### src/rtl/clksrc_pkg.sv
package clksrc_pkg;

    localparam int unsigned REG_W  = 16;
    localparam int unsigned ADDR_W = 2;

    localparam logic [ADDR_W-1:0] A_CTRL = 2'd0;
    localparam logic [ADDR_W-1:0] A_STAT = 2'd1;
    localparam logic [ADDR_W-1:0] A_IRQ  = 2'd2;

    typedef enum logic [1:0] {
        SRC_RC   = 2'b00,
        SRC_XTAL = 2'b01,
        SRC_PLL  = 2'b10,
        SRC_BAD  = 2'b11
    } src_e;

    // readiness of every selectable source
    typedef struct packed {
        logic pll;
        logic xtal;
        logic rc;
    } rdy_t;

    typedef struct packed {
        logic [1:0] sel;
        logic       fb_en;
        logic       xtal_en;
        logic       rc_en;
    } ctrl_t;

    function automatic logic src_ready(input src_e s, input rdy_t r);
        case (s)
            SRC_RC:   return r.rc;
            SRC_XTAL: return r.xtal;
            SRC_PLL:  return r.pll;
            default:  return 1'b0;
        endcase
    endfunction

endpackage

### src/rtl/clksrc_osc.sv
module clksrc_osc #(
    parameter int unsigned LIMIT = 8
) (
    input  logic clk,
    input  logic rst,
    input  logic en_i,
    output logic rdy_o,
    output logic rise_o
);
    localparam int unsigned CW = $clog2(LIMIT + 1);
    localparam logic [CW-1:0] LAST = CW'(LIMIT - 1);

    logic [CW-1:0] cnt_q;

    always_ff @(posedge clk) begin
        if (rst) begin
            cnt_q  <= '0;
            rdy_o  <= 1'b0;
            rise_o <= 1'b0;
        end else begin
            rise_o <= 1'b0;
            if (!en_i) begin
                cnt_q <= '0;
                rdy_o <= 1'b0;
            end else if (!rdy_o) begin
                if (cnt_q == LAST) begin
                    rdy_o  <= 1'b1;
                    rise_o <= 1'b1;
                end else begin
                    cnt_q <= cnt_q + 1'b1;
                end
            end
        end
    end
endmodule

### src/rtl/clksrc_sel.sv
module clksrc_sel
    import clksrc_pkg::*;
(
    input  logic clk,
    input  logic rst,
    input  src_e req_i,
    input  rdy_t rdy_i,
    input  logic wake_i,
    input  logic fb_en_i,
    output src_e act_o,
    output logic forced_o
);
    logic go_req;
    assign go_req = src_ready(req_i, rdy_i);

    always_ff @(posedge clk) begin
        if (rst) begin
            act_o    <= SRC_RC;
            forced_o <= 1'b0;
        end else if (wake_i && fb_en_i) begin
            act_o    <= SRC_RC;
            forced_o <= 1'b1;
        end else if (go_req) begin
            act_o    <= req_i;
            forced_o <= 1'b0;
        end
    end
endmodule

### src/rtl/clksrc_regs.sv
module clksrc_regs
    import clksrc_pkg::*;
(
    input  logic               clk,
    input  logic               rst,
    input  logic               we_i,
    input  logic [ADDR_W-1:0]  addr_i,
    input  logic [REG_W-1:0]   wdata_i,
    output logic [REG_W-1:0]   rdata_o,
    input  rdy_t               rdy_i,
    input  logic [1:0]         rise_i,
    input  src_e               act_i,
    input  logic               forced_i,
    input  logic               wake_i,
    output ctrl_t              ctrl_o,
    output logic [1:0]         ie_o,
    output logic [1:0]         flag_o
);
    ctrl_t      ctrl_d;
    logic [1:0] flag_d;
    logic       wr_ctrl, wr_irq, rc_lock;
    logic       unused_wbits;

    assign wr_ctrl = we_i && (addr_i == A_CTRL);
    assign wr_irq  = we_i && (addr_i == A_IRQ);
    assign unused_wbits = ^{wdata_i[REG_W-1:10], wdata_i[7:6], wdata_i[3]};

    always_comb begin
        ctrl_d  = ctrl_o;
        rc_lock = 1'b0;
        if (wr_ctrl) begin
            ctrl_d.xtal_en = wdata_i[1];
            ctrl_d.fb_en   = wdata_i[2];
            if (wdata_i[5:4] != SRC_BAD)
                ctrl_d.sel = wdata_i[5:4];
            rc_lock = (act_i == SRC_RC) || forced_i || (ctrl_d.sel == SRC_RC);
            ctrl_d.rc_en = wdata_i[0] || rc_lock;
        end
        if (wake_i && ctrl_o.fb_en)
            ctrl_d.rc_en = 1'b1;
    end

    always_comb begin
        flag_d = flag_o;
        if (wr_irq)
            flag_d = flag_d & ~wdata_i[9:8];
        flag_d = flag_d | (rise_i & ie_o);
    end

    always_ff @(posedge clk) begin
        if (rst) begin
            ctrl_o <= '{sel: SRC_RC, fb_en: 1'b0, xtal_en: 1'b0, rc_en: 1'b1};
            ie_o   <= '0;
            flag_o <= '0;
        end else begin
            ctrl_o <= ctrl_d;
            flag_o <= flag_d;
            if (wr_irq)
                ie_o <= wdata_i[1:0];
        end
    end

    always_comb begin
        rdata_o = '0;
        case (addr_i)
            A_CTRL: begin
                rdata_o[0]   = ctrl_o.rc_en;
                rdata_o[1]   = ctrl_o.xtal_en;
                rdata_o[2]   = ctrl_o.fb_en;
                rdata_o[5:4] = ctrl_o.sel;
            end
            A_STAT: begin
                rdata_o[0]   = rdy_i.rc;
                rdata_o[1]   = rdy_i.xtal;
                rdata_o[2]   = rdy_i.pll;
                rdata_o[5:4] = act_i;
                rdata_o[6]   = forced_i;
            end
            A_IRQ: begin
                rdata_o[1:0] = ie_o;
                rdata_o[9:8] = flag_o;
            end
            default: rdata_o = '0;
        endcase
    end
endmodule

### src/rtl/clksrc_ctrl.sv
module clksrc_ctrl
    import clksrc_pkg::*;
#(
    parameter int unsigned RC_STARTUP   = 8,
    parameter int unsigned XTAL_STARTUP = 64
) (
    input  logic              clk,
    input  logic              rst,
    input  logic              reg_we,
    input  logic [ADDR_W-1:0] reg_addr,
    input  logic [REG_W-1:0]  reg_wdata,
    output logic [REG_W-1:0]  reg_rdata,
    input  logic              wake_i,
    input  logic              rc_clk_i,
    input  logic              xtal_clk_i,
    input  logic              pll_lock_i,
    output logic              rc_clk_o,
    output logic              xtal_clk_o,
    output logic [1:0]        sys_sel_o,
    output logic              irq_o
);
    localparam int unsigned N_OSC = 2;

    ctrl_t            ctrl_s;
    rdy_t             rdy_s;
    src_e             act_s;
    logic             forced_s;
    logic [N_OSC-1:0] en_s, rdy_osc, rise_s, ie_s, flag_s;
    logic [1:0]       req_s;
    logic             fb_en_s;

    // index 0: internal RC, index 1: crystal
    assign en_s    = {ctrl_s.xtal_en, ctrl_s.rc_en};
    assign req_s   = ctrl_s.sel;
    assign fb_en_s = ctrl_s.fb_en;

    for (genvar g = 0; g < N_OSC; g++) begin : g_osc
        localparam int unsigned LIM = (g == 0) ? RC_STARTUP : XTAL_STARTUP;
        clksrc_osc #(.LIMIT(LIM)) u_osc (
            .clk    (clk),
            .rst    (rst),
            .en_i   (en_s[g]),
            .rdy_o  (rdy_osc[g]),
            .rise_o (rise_s[g])
        );
    end

    assign rdy_s.rc   = rdy_osc[0];
    assign rdy_s.xtal = rdy_osc[1];
    assign rdy_s.pll  = pll_lock_i;

    clksrc_sel u_sel (
        .clk      (clk),
        .rst      (rst),
        .req_i    (src_e'(ctrl_s.sel)),
        .rdy_i    (rdy_s),
        .wake_i   (wake_i),
        .fb_en_i  (ctrl_s.fb_en),
        .act_o    (act_s),
        .forced_o (forced_s)
    );

    clksrc_regs u_regs (
        .clk      (clk),
        .rst      (rst),
        .we_i     (reg_we),
        .addr_i   (reg_addr),
        .wdata_i  (reg_wdata),
        .rdata_o  (reg_rdata),
        .rdy_i    (rdy_s),
        .rise_i   (rise_s),
        .act_i    (act_s),
        .forced_i (forced_s),
        .wake_i   (wake_i),
        .ctrl_o   (ctrl_s),
        .ie_o     (ie_s),
        .flag_o   (flag_s)
    );

    assign rc_clk_o   = rc_clk_i & rdy_osc[0];
    assign xtal_clk_o = xtal_clk_i & rdy_osc[1];
    assign sys_sel_o  = act_s;
    assign irq_o      = |flag_s;
endmodule

### config.mk
export PLATFORM = sky130hd
export DESIGN_NAME = clksrc_ctrl
export DESIGN_NICKNAME = d
export VERILOG_FILES = /design/src/rtl/clksrc_pkg.sv /design/src/rtl/clksrc_osc.sv /design/src/rtl/clksrc_sel.sv /design/src/rtl/clksrc_regs.sv /design/src/rtl/clksrc_ctrl.sv
export SDC_FILE = /design/constraint.sdc
export NUM_CORES = 1
export LEC_CHECK = 0
export BUFFER_PORTS_ARGS = -buffer_cell sky130_fd_sc_hd__buf_2
export CORE_ASPECT_RATIO = 0.5
export CORE_MARGIN = 1.5
export CORE_UTILIZATION = 32
export CTS_CLUSTER_DIAMETER = 100
export DETAILED_ROUTE_END_ITERATION = 8
export MAX_ROUTING_LAYER = met4
export PLACE_DENSITY_LB_ADDON = 0.05
export SETUP_SLACK_MARGIN = 0.02
export SLEW_MARGIN = 20
export SYNTH_ARGS = -nofsm -noshare
export SYNTH_HDL_FRONTEND = slang
export SYNTH_SLANG_ARGS = --single-unit
### constraint.sdc
create_clock -name clk -period 2.8 [get_ports clk]
set_clock_uncertainty 0.05 [all_clocks]
set_input_delay 0.28 -clock clk [delete_from_list [all_inputs] [get_ports clk]]
set_output_delay 0.28 -clock clk [all_outputs]
set_load 0.03 [all_outputs]
Yosys cells after proc, flatten, opt, wreduce, memory -nomap -nowiden
Cells that the tools add are included.
{"block": "word_totals", "out_inout_bits": 21, "wordCells": 69, "input_bits": 25, "reg_bits": 27}
{"block": "classes", "n_reduce_logical": 19, "n_eq_ne": 7, "n_mux": 15, "n_addsub": 2, "bitwise_logic": 12}
{"op": "zero test 2 bit", "count": 4}
{"op": "2-to-1 mux 2 bit", "count": 4}
{"op": "OR reduction 2 bit", "count": 4}
{"op": "adder 7 x 1 -> 7 bit, second input constant", "count": 1}
{"op": "equality test 7 x 6 -> 1 bit, second input constant", "count": 1}
{"op": "2-to-1 mux 1 bit", "count": 7}
{"op": "NOT 1 bit", "count": 6}
{"op": "case mux 2 bit (3 select lines)", "count": 1}
{"op": "OR reduction 3 bit", "count": 2}
{"op": "adder 4 x 1 -> 4 bit, second input constant", "count": 1}
{"op": "bitwise AND 2 bit", "count": 2}
{"op": "equality test 2 x 1 -> 1 bit, second input constant", "count": 2}
{"op": "equality test 2 bit, second input constant", "count": 2}
{"op": "equality test 4 x 3 -> 1 bit, second input constant", "count": 1}
{"op": "case mux 2 bit (2 select lines)", "count": 1}
{"op": "AND reduction 2 bit", "count": 2}
{"op": "logical AND 1 bit", "count": 3}
{"op": "logical OR 1 bit", "count": 3}
{"op": "case mux 1 bit (3 select lines)", "count": 1}
{"op": "bitwise AND 1 bit", "count": 2}
{"op": "!= test 2 bit, second input constant", "count": 1}
{"op": "NOT 2 bit", "count": 1}
{"op": "OR 2 bit", "count": 1}
{"op": "case mux 1 bit (2 select lines)", "count": 1}
{"op": "nonzero test 2 bit", "count": 1}

Longest topological paths before layout
{"block": "logic_depth", "ltp_word": 6, "mapped_depth": 4, "depth_no_buf": 4}

Hierarchy
A second synthesis with hierarchy kept.
{"block": "hier_totals", "hier_cells": 163, "area_unflattened_um2": 1402.6}
{"mod": "clksrc_regs", "seq_area_each_um2": 180.2, "n_inst": 1, "cells_each": 70, "area_each_um2": 570.5}
{"mod": "clksrc_osc (g_osc[1].u_osc)", "seq_area_each_um2": 180.2, "n_inst": 1, "cells_each": 45, "area_each_um2": 411.6}
{"mod": "clksrc_osc (g_osc[0].u_osc)", "seq_area_each_um2": 120.1, "n_inst": 1, "cells_each": 27, "area_each_um2": 245.2}
{"mod": "clksrc_sel", "seq_area_each_um2": 60.1, "n_inst": 1, "cells_each": 18, "area_each_um2": 156.4}
{"mod": "clksrc_ctrl", "seq_area_each_um2": 0.0, "n_inst": 1, "cells_each": 3, "area_each_um2": 18.8}

Least setup slack after synthesis
No wires, ideal clock.
{"block": "synth_timing", "path_kind": "input-to-output", "start": "input reg_addr[0]", "end": "output reg_rdata[1]", "setup_slack_ps": 1211, "required_ps": 2470, "path_buffers": 1, "t_arrival_ps": 1259, "stages": 3, "cell_sequence": "buf_2 -> mux2i_1 -> o21ai_0"}
{"block": "synth_between", "elab_chain_len": 2, "word_cells_on_any_way": 4, "classes_between": "eq/ne: 2; mux: 1; reduce/logical: 1"}
{"element": "from (decl)", "line": "clksrc_ctrl.sv:10", "text": "input logic [ADDR_W-1:0] reg_addr,"}
{"element": "equality test 2 bit (tied with other cells)", "line": "clksrc_regs.sv:65", "text": "case (addr_i)"}
{"element": "case mux 2 bit (3 select lines) (*)", "line": "clksrc_regs.sv:65"}
{"element": "to (decl)", "line": "clksrc_ctrl.sv:12", "text": "output logic [REG_W-1:0] reg_rdata,"}
Mark *: on every way between the ends. The rest lies on a longest branch, timed or not.

Worst setup path after layout
{"block": "layout_timing", "start": "register g_osc[1].u_osc.rdy_o", "end": "output reg_rdata[1]"}
{"block": "layout_between", "elab_chain_len": 1}
{"element": "from (decl)", "line": "clksrc_osc.sv:7", "text": "output logic rdy_o,"}
{"element": "from (signal assigned)", "line": "clksrc_osc.sv:18", "text": "rdy_o <= 1'b0;"}
{"element": "from (signal assigned)", "line": "clksrc_osc.sv:24", "text": "rdy_o <= 1'b0;"}
{"element": "from (signal assigned)", "line": "clksrc_osc.sv:27", "text": "rdy_o <= 1'b1;"}
{"element": "case mux 2 bit (3 select lines)", "line": "clksrc_regs.sv:65"}
Every way passes these cells.

==> results.py <==
metrics = {
    "cts": {
        "clk_latency_ps": 270,
        "cts_inserted_buffers": 3,
        "postCtsHoldBufs": 0,
        "cts_root_buffer": "clkbuf_8",
        "postCtsResizedCells": 0,
        "clk_pin_slew_worst_paths_ps": 90,
        "cts_max_level": 1,
        "cts_sinks": 27,
        "cts_buffer_depth": 2,
        "cts_tree": "done",
        "post_cts_buffers": 0,
    },
    "route": {
        "vias": 1145,
        "detail_route.wl_per_cell_microns": 12.17,
        "route.detailed.drc": 0,
        "routed.top_layer": "met3",
        "ant_nets": 0,
        "met2_length_microns": 1260,
        "met1_length_microns": 1478,
        "viasPerCell": 4.811,
        "drtIter0Drc": 83,
        "drt_wl_total_microns": 2897,
        "wl_met3_microns": 159,
        "dr.pass1.iters": 4,
    },
    "timing": {
        "maxSlewHeadroom_pct": 56.79,
        "slew_violations": 0,
        "tightest_slew_ps": 646.8,
        "fin_crit_ps": 1648,
        "rsz0062_at_grt": "no",
        "setup_violations": 0,
        "fin_ws_ps": 1152,
        "max_freq_mhz": 606.9,
        "hold_violations": 0,
        "setup_tns_ps": 0,
        "fin_crit_sh_pct": 58.84,
    },
    "setup_path": {
        "required_ps": 2470,
        "path_cells": "mux2i_1 -> o21ai_0 -> buf_2",
        "cp_top_family": "flip-flops",
        "cp-end-kind": "output port",
        "worst_ep_arrival_time_ps": 1320,
        "crit_path_max_fanout": 9,
        "slowest_stage": "dfxtp_1",
        "worstSetupPathType": "flip-flop to output port",
        "ff2ff_setup_slack_ps": 1280,
        "max_stage_delay_ps": 540,
        "critPathBufInv": 1,
        "startpoint_type": "flip-flop",
    },
    "floorplanning": {
        "dieArea_sq_um": 4674,
        "core-area_sq_um": 3984,
        "die_h_microns": 49.10,
        "pin_count": 46,
        "rows": 16,
        "fp.dieW_microns": 95.20,
        "start_util_pct": 34.14,
    },
    "job": {
        "cap_violations": 0,
    },
    "global_route": {
        "grt_pass1_vias": 1020,
        "grt_max_degree": 15,
        "antenna_found_initial": 0,
        "grt.total_usage_pct": 13.55,
        "grt_overflow": 0,
        "grt_pass1_wl_microns": 4823,
    },
    "logic_synthesis": {
        "yosys.area_share.simple_pct": 28.43,
        "yosysWarnings": 0,
        "async_flop_share_pct": 0,
        "synth_compound_area_share_pct": 13.89,
        "synth_common_cells": "27 x dfxtp_1, 14 x nor2_1, 13 x nand2_1, 12 x o21ai_0",
        "synth_fa_ha_area_share_pct": 1.840,
        "ys_ff_latch": 27,
        "yosys.area.top_type": "dfxtp_1",
        "synth_most_common_cell": "dfxtp_1",
        "muxShareOfSynthArea_pct": 8.096,
        "synth_xor_xnor_area_share_pct": 0,
        "synth_area_leaders": "dfxtp_1 40%, mux2i_1 8.1%, buf_4 5.0%",
        "syn_area_per_cell_sq_um": 8.554,
        "synth_top_family_by_area": "simple AND/OR/NAND/NOR gates",
        "synth-main-ff-cell": "dfxtp_1",
        "netlist_instances": 159,
        "synth_edf_count": 0,
        "synth_cell_type_count": 39,
        "ys_seq_area_share_pct": 39.74,
        "syn_area_sq_um": 1360,
        "yosys.area.top_type_share_pct": 39.74,
    },
    "outcome": {
        "status": "complete, no violations",
    },
    "hold_path": {
        "holdCritPathClass": "input port to flip-flop",
    },
    "cells_and_area": {
        "fillers": 432,
        "num-nets-final": 212,
        "n_antenna_cell": 0,
        "final_layout_size_suffix_gt1_share_pct": 19.02,
        "seqCellArea_sq_um": 540.5,
        "multiInputGateArea_sq_um": 740.7,
        "area_growth_pct": 13.89,
    },
    "power_and_ir_drop": {
        "combPwrFrac_pct": 10.9,
        "intPower_mw": 0.5211,
        "p_sw_share_pct": 25.33,
        "p_leak_nw": 0.6603,
        "power_frac_seq_pct": 57.4,
        "switching_power_mw": 0.1767,
        "ir_drop_uv": 164.1,
        "power_density_nw_per_um2": 450.5,
        "clock_power_share_pct": 31.7,
    },
    "placement": {
        "dp_hpwl_microns": 2136,
        "globalplace.congestion": 0.7500,
        "io_buffers": 28,
        "post-place-ws_ps": 1188,
    },
}
## area by class of cell
class                      count  share of cell area [%]
inverter                       4                  0.9693
sequential                    27                   34.89
multi-input combinational    121                   47.82
clock buffer                   4                   2.908
timing repair buffer          28                   9.047
tap                           54                   4.362
## state kept, by name (all words and copies together) (netlist names)
signal	count
u_regs.ie_o	2
u_regs.ctrl_o	5
g_osc.u_osc.rise_o	2
g_osc.u_osc.cnt_q	11
g_osc.u_osc.rdy_o	2
u_sel.forced_o	1
u_regs.flag_o	2
u_sel.act_o	2
## power by group through the flow
stage | clock (mW) | combinational, mW | sequential, mW
final | 0.221 | 0.0760 | 0.401
after global routing | 0.251 | 0.0847 | 0.402
after CTS | 0.231 | 0.0763 | 0.401
after detailed placement | 0 | 0.0764 | 0.410
after global placement | 0 | 0.0761 | 0.410
after floorplan | 0 | 0.0643 | 0.407
## cells by family after synthesis
group,Yosys count
other,1
buffers and inverters,18
and+or+nand+nor,67
muxes,11
adders and majority gates,2
DFF,27
AOI/OAI and AO/OA,33
## final timing paths
path	start	to	cells past startpoint
max	g_osc[1].u_osc.rdy_o	reg_rdata[1]	3
min	reg_wdata[2]	u_regs.ctrl_o[2]	3
max reg2reg	g_osc[0].u_osc.cnt_q[0]	g_osc[0].u_osc.cnt_q[3]	4
min reg2reg	g_osc[1].u_osc.cnt_q[6]	g_osc[1].u_osc.rise_o	1
## cells in the final DEF (no fill, tap or decap), drive strengths merged, types with 4 or more instances in the layout
cell    Yosys  final
buf        12     28
dfxtp      27     27
nor2       14     14
nand2      13     13
o21ai      12     12
mux2i      11     11
a21oi      11     11
conb        1      8
nor2b       6      6
nand2b      5      5
and2        4      4
inv         4      4
nand3b      4      4
clkbuf      2      4
## worst register-to-register path: cells and delay by family (launching register included)
kind	cells	cell delay [ps]
simple gates	2	690
flops	1	340
fa+ha+maj	1	240
compound gates	1	150
## stage by stage
| step | cells | util [%] | hold WS [ps] | cell area, sq um | power (mW) |
|---|---|---|---|---|---|
| 3_5_place_dp | 234 | 37.75 | 397.8 | 1504 | 0.4860 |
| 6_report | 238 | 38.88 | 194.5 | 1549 | 0.6978 |
| 3_3_place_gp | 234 | 37.75 | 396.4 | 1504 | 0.4858 |
| 5_1_grt | 238 | 38.88 | 200.8 | 1549 | 0.7377 |
| 4_1_cts | 238 | 38.88 | 196.1 | 1549 | 0.7078 |
| 2_1_floorplan | 166 | - | 363.5 | 1386 | 0.4713 |
## routing by layer
| layer | GRT usage [%] | vias to the layer above |
|---|---|---|
| li1 | - | 593 |
| met1 | 18.58 | 525 |
| met2 | 19.74 | 27 |
| met3 | 4.673 | 0 |
| met4 | 1.493 | 0 |
| met5 | - | - |
Note: power is estimated with default switching activity, not from simulation.
